[config.mk]
export PLATFORM = sky130hd
export DESIGN_NAME = bank_intc
export DESIGN_NICKNAME = d
export VERILOG_FILES = /design/src/rtl/bank_intc_pkg.sv /design/src/rtl/bank_intc_mask.sv /design/src/rtl/bank_intc_status.sv /design/src/rtl/bank_intc_fiq.sv /design/src/rtl/bank_intc.sv
export SDC_FILE = /design/constraint.sdc
export NUM_CORES = 1
export LEC_CHECK = 0
export BUFFER_PORTS_ARGS = -buffer_cell sky130_fd_sc_hd__clkbuf_2
export CELL_PAD_IN_SITES_DETAIL_PLACEMENT = 0
export CELL_PAD_IN_SITES_GLOBAL_PLACEMENT = 1
export CORE_UTILIZATION = 40
export CTS_CLUSTER_DIAMETER = 100
export CTS_CLUSTER_SIZE = 12
export DETAILED_ROUTE_END_ITERATION = 7
export PLACE_DENSITY = 0.85
export SETUP_SLACK_MARGIN = 0.5
export SKIP_LAST_GASP = 1
export SLEW_MARGIN = 15
export SYNTH_ARGS = -nofsm -noshare
export SYNTH_HDL_FRONTEND = slang
export SYNTH_SLANG_ARGS = --single-unit
[constraint.sdc]
create_clock -name clk -period 3.71 [get_ports clk]
set_input_delay 0.371 -clock clk [delete_from_list [all_inputs] [get_ports clk]]
set_output_delay 0.371 -clock clk [all_outputs]
set_load 0.05 [all_outputs]
[src/rtl/bank_intc_pkg.sv]
package bank_intc_pkg;

  localparam int WORD_W   = 32;
  localparam int ADDR_W   = 8;
  localparam int B0_SRC   = 8;
  localparam int BX_SRC   = 32;
  localparam int N_GROUPS = 3;
  localparam int SC1_N    = 5;
  localparam int SC2_N    = 6;

  localparam int SUM1_BIT = B0_SRC;
  localparam int SUM2_BIT = B0_SRC + 1;
  localparam int SC1_BASE = B0_SRC + 2;
  localparam int SC2_BASE = SC1_BASE + SC1_N;
  localparam int ST0_USED = SC2_BASE + SC2_N;

  localparam int TOTAL_SRC = B0_SRC + 2 * BX_SRC;
  localparam int FIQ_IDX_W = 7;
  localparam int FIQ_SPACE = 1 << FIQ_IDX_W;
  localparam int FIQ_PAD   = FIQ_SPACE - TOTAL_SRC;
  localparam int FIQ_CTL_W = FIQ_IDX_W + 1;

  typedef enum logic [3:0] {
    SEL_NONE, SEL_ST0, SEL_ST1, SEL_ST2, SEL_FIQ,
    SEL_SET0, SEL_SET1, SEL_SET2, SEL_CLR0, SEL_CLR1, SEL_CLR2
  } reg_sel_e;

  function automatic reg_sel_e reg_decode(input logic [ADDR_W-1:0] a);
    case (a)
      8'h00:   return SEL_ST0;
      8'h04:   return SEL_ST1;
      8'h08:   return SEL_ST2;
      8'h0C:   return SEL_FIQ;
      8'h10:   return SEL_SET1;
      8'h14:   return SEL_SET2;
      8'h18:   return SEL_SET0;
      8'h1C:   return SEL_CLR1;
      8'h20:   return SEL_CLR2;
      8'h24:   return SEL_CLR0;
      default: return SEL_NONE;
    endcase
  endfunction

  // Source line behind each group 1 shortcut flag, in flag order.
  function automatic int sc1_src(input int k);
    case (k)
      0:       return 7;
      1:       return 9;
      2:       return 10;
      3:       return 18;
      default: return 19;
    endcase
  endfunction

  // Source line behind each group 2 shortcut flag, in flag order.
  function automatic int sc2_src(input int k);
    case (k)
      0:       return 21;
      1:       return 22;
      2:       return 23;
      3:       return 24;
      4:       return 25;
      default: return 30;
    endcase
  endfunction

  function automatic logic [BX_SRC-1:0] sc1_mask();
    logic [BX_SRC-1:0] m;
    m = '0;
    for (int k = 0; k < SC1_N; k++) m[sc1_src(k)] = 1'b1;
    return m;
  endfunction

  function automatic logic [BX_SRC-1:0] sc2_mask();
    logic [BX_SRC-1:0] m;
    m = '0;
    for (int k = 0; k < SC2_N; k++) m[sc2_src(k)] = 1'b1;
    return m;
  endfunction

  // Next mask after a set and/or clear strobe.
  function automatic logic [BX_SRC-1:0] mask_next(
      input logic [BX_SRC-1:0] cur, input logic [BX_SRC-1:0] d,
      input logic set_s, input logic clr_s);
    logic [BX_SRC-1:0] n;
    n = cur;
    if (set_s) n = n | d;
    if (clr_s) n = n & ~d;
    return n;
  endfunction

endpackage

[src/rtl/bank_intc_mask.sv]
module bank_intc_mask
  import bank_intc_pkg::*;
#(
  parameter int W = BX_SRC
) (
  input  logic         clk,
  input  logic         rst_n,
  input  logic         set_stb,
  input  logic         clr_stb,
  input  logic [W-1:0] wdata,
  output logic [W-1:0] en
);

  localparam int PAD = BX_SRC - W;

  logic [BX_SRC-1:0] cur_wide;
  logic [BX_SRC-1:0] d_wide;
  logic [BX_SRC-1:0] nxt_wide;

  generate
    if (PAD > 0) begin : g_pad
      assign cur_wide = {{PAD{1'b0}}, en};
      assign d_wide   = {{PAD{1'b0}}, wdata};
    end else begin : g_full
      assign cur_wide = en;
      assign d_wide   = wdata;
    end
  endgenerate

  assign nxt_wide = mask_next(cur_wide, d_wide, set_stb, clr_stb);

  always_ff @(posedge clk or negedge rst_n) begin
    if (!rst_n) en <= '0;
    else        en <= nxt_wide[W-1:0];
  end

endmodule

[src/rtl/bank_intc_status.sv]
module bank_intc_status
  import bank_intc_pkg::*;
(
  input  logic [B0_SRC-1:0] src0,
  input  logic [BX_SRC-1:0] src1,
  input  logic [BX_SRC-1:0] src2,
  input  logic [B0_SRC-1:0] en0,
  input  logic [BX_SRC-1:0] en1,
  input  logic [BX_SRC-1:0] en2,
  output logic [WORD_W-1:0] st0,
  output logic [WORD_W-1:0] st1,
  output logic [WORD_W-1:0] st2,
  output logic              sum1,
  output logic              sum2,
  output logic [SC1_N-1:0]  sc1,
  output logic [SC2_N-1:0]  sc2
);

  localparam logic [BX_SRC-1:0] SC1_MASK = sc1_mask();
  localparam logic [BX_SRC-1:0] SC2_MASK = sc2_mask();

  logic [B0_SRC-1:0] pend0;
  logic [BX_SRC-1:0] pend1;
  logic [BX_SRC-1:0] pend2;

  assign pend0 = src0 & en0;
  assign pend1 = src1 & en1;
  assign pend2 = src2 & en2;

  generate
    for (genvar k = 0; k < SC1_N; k++) begin : g_sc1
      assign sc1[k] = pend1[sc1_src(k)];
    end
    for (genvar k = 0; k < SC2_N; k++) begin : g_sc2
      assign sc2[k] = pend2[sc2_src(k)];
    end
  endgenerate

  assign sum1 = |(pend1 & ~SC1_MASK);
  assign sum2 = |(pend2 & ~SC2_MASK);

  always_comb begin
    st0                     = '0;
    st0[B0_SRC-1:0]         = pend0;
    st0[SUM1_BIT]           = sum1;
    st0[SUM2_BIT]           = sum2;
    st0[SC1_BASE +: SC1_N]  = sc1;
    st0[SC2_BASE +: SC2_N]  = sc2;
  end

  assign st1 = pend1;
  assign st2 = pend2;

endmodule

[src/rtl/bank_intc_fiq.sv]
module bank_intc_fiq
  import bank_intc_pkg::*;
(
  input  logic                 clk,
  input  logic                 rst_n,
  input  logic                 wr_stb,
  input  logic [FIQ_CTL_W-1:0] wdata,
  input  logic [B0_SRC-1:0]    src0,
  input  logic [BX_SRC-1:0]    src1,
  input  logic [BX_SRC-1:0]    src2,
  output logic [FIQ_CTL_W-1:0] ctl,
  output logic                 sel_hit,
  output logic                 fiq
);

  // Selector order: group 1, group 2, group 0, then dead indices.
  logic [FIQ_SPACE-1:0] raw_space;
  logic [FIQ_IDX_W-1:0] idx;

  assign raw_space = {{FIQ_PAD{1'b0}}, src0, src2, src1};
  assign idx       = ctl[FIQ_IDX_W-1:0];
  assign sel_hit   = raw_space[idx];

  always_ff @(posedge clk or negedge rst_n) begin
    if (!rst_n)      ctl <= '0;
    else if (wr_stb) ctl <= wdata;
  end

  assign fiq = ctl[FIQ_IDX_W] & sel_hit;

endmodule

[src/rtl/bank_intc.sv]
module bank_intc
  import bank_intc_pkg::*;
(
  input  logic              clk,
  input  logic              rst_n,
  input  logic [ADDR_W-1:0] addr,
  input  logic              we,
  input  logic [WORD_W-1:0] wdata,
  output logic [WORD_W-1:0] rdata,
  input  logic [B0_SRC-1:0] src_b0,
  input  logic [BX_SRC-1:0] src_b1,
  input  logic [BX_SRC-1:0] src_b2,
  output logic              irq,
  output logic              fiq
);

  reg_sel_e sel;
  assign sel = reg_decode(addr);

  logic [N_GROUPS-1:0] set_stb;
  logic [N_GROUPS-1:0] clr_stb;
  logic                fiq_wr;

  assign set_stb = {we && sel == SEL_SET2, we && sel == SEL_SET1, we && sel == SEL_SET0};
  assign clr_stb = {we && sel == SEL_CLR2, we && sel == SEL_CLR1, we && sel == SEL_CLR0};
  assign fiq_wr  = we && sel == SEL_FIQ;

  logic [N_GROUPS-1:0][WORD_W-1:0] en_w;

  generate
    for (genvar b = 0; b < N_GROUPS; b++) begin : g_grp
      localparam int GW = (b == 0) ? B0_SRC : BX_SRC;
      bank_intc_mask #(.W(GW)) u_mask (
        .clk     (clk),
        .rst_n   (rst_n),
        .set_stb (set_stb[b]),
        .clr_stb (clr_stb[b]),
        .wdata   (wdata[GW-1:0]),
        .en      (en_w[b][GW-1:0])
      );
      if (GW < WORD_W) begin : g_zext
        assign en_w[b][WORD_W-1:GW] = '0;
      end
    end
  endgenerate

  logic [WORD_W-1:0] st0, st1, st2;
  logic              sum1, sum2;
  logic [SC1_N-1:0]  sc1;
  logic [SC2_N-1:0]  sc2;

  bank_intc_status u_status (
    .src0 (src_b0),
    .src1 (src_b1),
    .src2 (src_b2),
    .en0  (en_w[0][B0_SRC-1:0]),
    .en1  (en_w[1][BX_SRC-1:0]),
    .en2  (en_w[2][BX_SRC-1:0]),
    .st0  (st0),
    .st1  (st1),
    .st2  (st2),
    .sum1 (sum1),
    .sum2 (sum2),
    .sc1  (sc1),
    .sc2  (sc2)
  );

  logic [FIQ_CTL_W-1:0] fiq_ctl;
  logic                 fiq_hit;

  bank_intc_fiq u_fiq (
    .clk     (clk),
    .rst_n   (rst_n),
    .wr_stb  (fiq_wr),
    .wdata   (wdata[FIQ_CTL_W-1:0]),
    .src0    (src_b0),
    .src1    (src_b1),
    .src2    (src_b2),
    .ctl     (fiq_ctl),
    .sel_hit (fiq_hit),
    .fiq     (fiq)
  );

  assign irq = |st0[ST0_USED-1:0];

  always_comb begin
    case (sel)
      SEL_ST0:            rdata = st0;
      SEL_ST1:            rdata = st1;
      SEL_ST2:            rdata = st2;
      SEL_FIQ:            rdata = {{(WORD_W-FIQ_CTL_W){1'b0}}, fiq_ctl};
      SEL_SET0, SEL_CLR0: rdata = en_w[0];
      SEL_SET1, SEL_CLR1: rdata = en_w[1];
      SEL_SET2, SEL_CLR2: rdata = en_w[2];
      default:            rdata = '0;
    endcase
  end

endmodule

### Word level (Yosys, flattened, before mapping)

Cells that the tools add are included.

| storage, ports and cells | value |
|---|---|
| flip-flop bits (word level) | 80 |
| bits of input ports | 115 |
| output and inout port bits | 34 |
| word-level logic and storage cells | 60 |

| cells by class | value |
|---|---|
| $lt $le $gt $ge | 1 |
| equal/unequal tests | 19 |
| mux-type cells | 10 |
| bitwise operators | 12 |
| reductions and logical operators | 14 |

Operator list:

| kind | count |
|---|---|
| $pmux 32 s7 | 1 |
| $and 32x32->32 | 4 |
| $mux 32 | 4 |
| $reduce_or 72->1 | 1 |
| $or 32x32->32 | 2 |
| $pmux 4 s10 | 1 |
| $eq 8x5->1 const B | 4 |
| $not 32->32 | 1 |
| $reduce_or 27->1 | 1 |
| $reduce_or 26->1 | 1 |
| $and 8x8->8 | 2 |
| $eq 4x3->1 const B | 4 |
| $eq 8x4->1 const B | 2 |
| $eq 8x6->1 const B | 2 |
| $mux 8 | 2 |
| $eq 4x4->1 const B | 3 |
| $eq 4x2->1 const B | 2 |
| $eq 8x3->1 const B | 1 |
| $logic_not 8->1 | 1 |
| $lt 7x8->1 const B | 1 |
| $not 8->8 | 1 |
| $or 8x8->8 | 1 |
| $bmux 1 s7 | 1 |
| $logic_and 1x1->1 | 7 |
| other kinds (4) | 6 |

### Longest topological paths before layout

| depth | value |
|---|---|
| word-level depth | 7 |
| depth in mapped cells | 7 |
| depth with buffers taken out | 5 |

### Modules after synthesis

From an unflattened synthesis, not the netlist that was laid out.

| unflattened totals | value |
|---|---|
| cell total of the unflattened synthesis | 735 |
| area, all modules | 6855.3 um2 |

Modules (own cells, without submodules):

| module | times used | cells an instance | area an instance (um2) | seq. area each (um2) |
|---|---|---|---|---|
| bank_intc_mask at g_grp[1].u_mask ... | 2 | 102 | 1169.9 | 800.8 |
| bank_intc | 1 | 291 | 2179.6 | 0.0 |
| bank_intc_fiq | 1 | 83 | 1117.3 | 200.2 |
| bank_intc_status | 1 | 131 | 862.1 | 0.0 |
| bank_intc_mask at g_grp[0].u_mask | 1 | 26 | 356.6 | 200.2 |

### Worst setup path before layout

Ideal clock, no wire load.

| timing path | value |
|---|---|
| kind | input to output |
| start | input addr[7] |
| end | output rdata[13] |
| arrival | 2.177 ns |
| data required time | 3.339 ns |
| path slack | 1.162 ns |
| stages on the path | 6 |
| path buffers | 2 |
| cells stage by stage | or4_1 -> buf_6 -> or3_4 -> buf_2 -> a21boi_0 -> a311o_1 |

| between the ends | value |
|---|---|
| word-level cells in the longest chain between the ends | 5 |
| elaborated cells between the ends (all ways) | 25 |
| those cells by class | eq/ne: 19; mux: 2; reduce/logical: 4 |

Ends and longest elaborated chain:

| item | line | text |
|---|---|---|
| from (decl) | bank_intc.sv:6 | `input logic [ADDR_W-1:0] addr,` |
| $eq 8x6->1, or another cell as far along | bank_intc_pkg.sv:29 | `case (a)` |
| $pmux 4 s10 (*) | bank_intc_pkg.sv:29 |  |
| $eq 4x3->1 / $eq 4x4->1 (equally long branches) | bank_intc.sv:87 | `case (sel)` |
| $reduce_or 2->1 | bank_intc.sv:87 |  |
| $pmux 32 s7 (*) | bank_intc.sv:87 |  |
| to (decl) | bank_intc.sv:9 | `output logic [WORD_W-1:0] rdata,` |

Every way passes the cells marked *; elsewhere a longest branch is shown, timed or not.

### Worst setup path in the final report

| timing path | value |
|---|---|
| start | input addr[7] |
| end | output rdata[4] |

Same word-level chain as after synthesis.

==> results.yml <==
critical_path:
  path_buf_inv: 3
  cp.arrival_ps: 2660
  cp.required_ps: 3340
  path_common_cell: "clkbuf_2"
  critical_path.top_delay_family: "simple AND/OR/NAND/NOR gates"
  reg2reg_from: "u_fiq.ctl[3]"
  path_cells: "clkbuf_2, or4_1, nor3_4, buf_4, nand2_1, a21boi_0, a2111o_1, clkbuf_2"
  criticalPathCategory: "input port to output port"
  endpoint_kind: "output port"
  setup.reg_to_reg.worst_slack_ps: 2640
  critPathMaxStageDelay_ps: 730
  worstRegToRegCells: 1
  crit_path_top_delay_cell: "or4_1"
  r2r-end: "u_fiq.ctl[3]"
  startpoint_type: "input port"
  cp_max_fo: 32
placed_design:
  gp_congestion: 0.9629
  hpwl_um: 15480
  dpl_worst_slack_ps: 722.3
  port_buffers: 148
pwr:
  vdd_ir_drop_max_v: 0.0001924
  sw_frac_of_total_pct: 28.25
  p_per_area_nw_per_um2: 344.0
  pwr-share-seq_pct: 44.4
  p_int_mw: 1.574
  power.switching_uw: 619.9
  combPwrFrac_pct: 15.9
  p_leak_nw: 2.973
  power_frac_clock_pct: 39.7
clock_network:
  htree_levels: 3
  clkTransAtPathRegs_ps: 60
  cts_num_sinks: 80
  clock_path_buffers: 2
  clk_latency_ps: 350
  cts_tree: "done"
  root_buffer: "clkbuf_16"
  hold_buffers: 0
  cts_buffers: 9
logic_synthesis:
  ys_types: 50
  synth_edf_count: 0
  yosysSeqAreaShare_pct: 38.41
  ys.flop_type: "dfrtp_1"
  yosysWarnings: 0
  synth_area_per_cell_um2: 9.065
  netlist_area_um2: 5212
  synth_area_leaders: "dfrtp_1 (38%), a21oi_1 (14%), nand2_1 (7.5%)"
  yosysTopAreaCellShare_pct: 38.41
  async_reset_ff_share_pct: 100.0
  syn_inst: 575
  synth-seq-cells: 80
  yosysTopAreaCell: "dfrtp_1"
  syn_nets: 690
global_routing:
  globalRouteOverflowTotal: 0
  antenna_found_initial: 0
  grt_pass1_vias: 5485
  grt_usage_pct: 32.07
  grt_first_pass_wirelength_um: 31300
  grt_max_degree: 81
finish:
  diodes: 0
  fin_util_pct: 50.34
  final_nets: 823
  final_layout_size_suffix_gt1_share_pct: 29.45
  area_growth_pct: 22.37
sta:
  worst_slew_pin_slew_ps: 1077
  timing.final.crit_share_pct: 81.80
  min_period_ps: 3035
  fmax_mhz: 329.5
  setup_viol: 0
  rsz0062_at_grt: "false"
  slew_headroom_pct: 28.18
  slew_violations: 0
  setup_slack_ps: 675.3
  hold_violations: 0
  fin_tns_setup_ps: 0
  finalClockSkew_ps: 0
routing:
  wl_um: 20780
  drt-pass1-iter-count: 5
  first_iter_violations: 553
  via_per_inst: 6.398
  drc: 0
  ant_nets: 0
  wl_per_cell_um: 23.48
  num_vias: 5662
run:
  maxCapViolations: 0
floorplanning:
  dieHeight_um: 116.2
  core_area_um2: 12670
  die_x_um: 116.2
  dieArea_um2: 13490
  num_rows: 41
  initial_core_util_pct: 41.14
  io_pins: 149
status:
  status: "completed"
worst_hold_path:
  hold_class: "input port to async pin"
## routing by layer
| layer | vias to the layer above | part of all wire, % | GRT usage, % |
|---|---|---|---|
| met4 | 0 | 4.4 | 18.38 |
| li1 | 2466 | - | - |
| met5 | - | 0 | 0 |
| met1 | 2756 | 40 | 41.83 |
| met2 | 365 | 46 | 50.24 |
| met3 | 75 | 9.7 | 6.020 |
## cells in the final DEF, fill, tap and decap left out, types with 16 or more instances in the layout
cell type / instances
a22o_1: 17
mux4_2: 16
dfrtp_1: 78
a21oi_1: 146
nand2_1: 104
clkbuf_2: 147
a21boi_0: 40
a22oi_1: 24
## synthesized netlist by cell type (9+ instances only)
| cell | number |
|---|---|
| a21oi_1 | 146 |
| nand2_1 | 104 |
| dfrtp_1 | 80 |
| a21boi_0 | 40 |
| a22oi_1 | 24 |
| buf_2 | 21 |
| a22o_1 | 17 |
| mux4_2 | 16 |
| clkbuf_1 | 11 |
| a311o_1 | 9 |
| mux2_2 | 9 |
| nand3_1 | 9 |
| nor2_1 | 9 |
## logic make-up after synthesis
| kind of cell | share of synthesized area, % |
|---|---|
| buffers and inverters | 3.384 |
| multiplexers | 9.818 |
| flip-flops | 38.41 |
| AO/OA/AOI/OAI | 33.10 |
| AND/OR/NAND/NOR | 15.29 |
## power groups by stage
| stage | sequential [mW] | combinational (mW) | clock, mW |
|---|---|---|---|
| global route | 0.978 | 0.370 | 0.913 |
| finish | 0.974 | 0.348 | 0.872 |
| global placement | 0.986 | 0.334 | 0 |
| floorplan | 0.955 | 0.169 | 0 |
| CTS | 0.972 | 0.342 | 0.884 |
| detailed placement | 0.987 | 0.341 | 0 |
## how the worst max path moves through the flow
stage / start / endpoint / cells after the start
6_report: addr[7] / rdata[4] / 8
2_1_floorplan: addr[7] / rdata[13] / 6
5_1_grt: addr[7] / rdata[18] / 7
3_3_place_gp: addr[7] / rdata[2] / 6
3_5_place_dp: addr[7] / rdata[4] / 8
4_1_cts: u_fiq.ctl[2] / fiq / 6
## stage by stage
step | instances | cell area (um2) | power (mW) | hold slack [ps]
2_1_floorplan | 575 | 5213 | 1.125 | 75.41
3_3_place_gp | 869 | 6095 | 1.320 | 523.4
3_5_place_dp | 869 | 6095 | 1.328 | 548.3
4_1_cts | 885 | 6376 | 2.198 | 224.9
5_1_grt | 885 | 6379 | 2.261 | 235.0
6_report | 885 | 6379 | 2.194 | 135.1
## layout make-up
type / count / area [um2]
fillers: 1251 / 6292
multi-input cells: 459 / 3050
flip-flops and latches: 80 / 2004
repair buffers: 157 / 823.3
clock buffers: 12 / 236.5
well taps: 172 / 215.2
clock inverters: 4 / 45.04
inverters: 1 / 3.754
## what timing repair did
item,4_1_cts,5_1_grt
buffers inserted,0,0
setup endpoints to repair,0,1
gates resized for setup,0,2
endpoints found under the hold margin,0,0
Note: power is estimated with default switching activity, not from simulation.
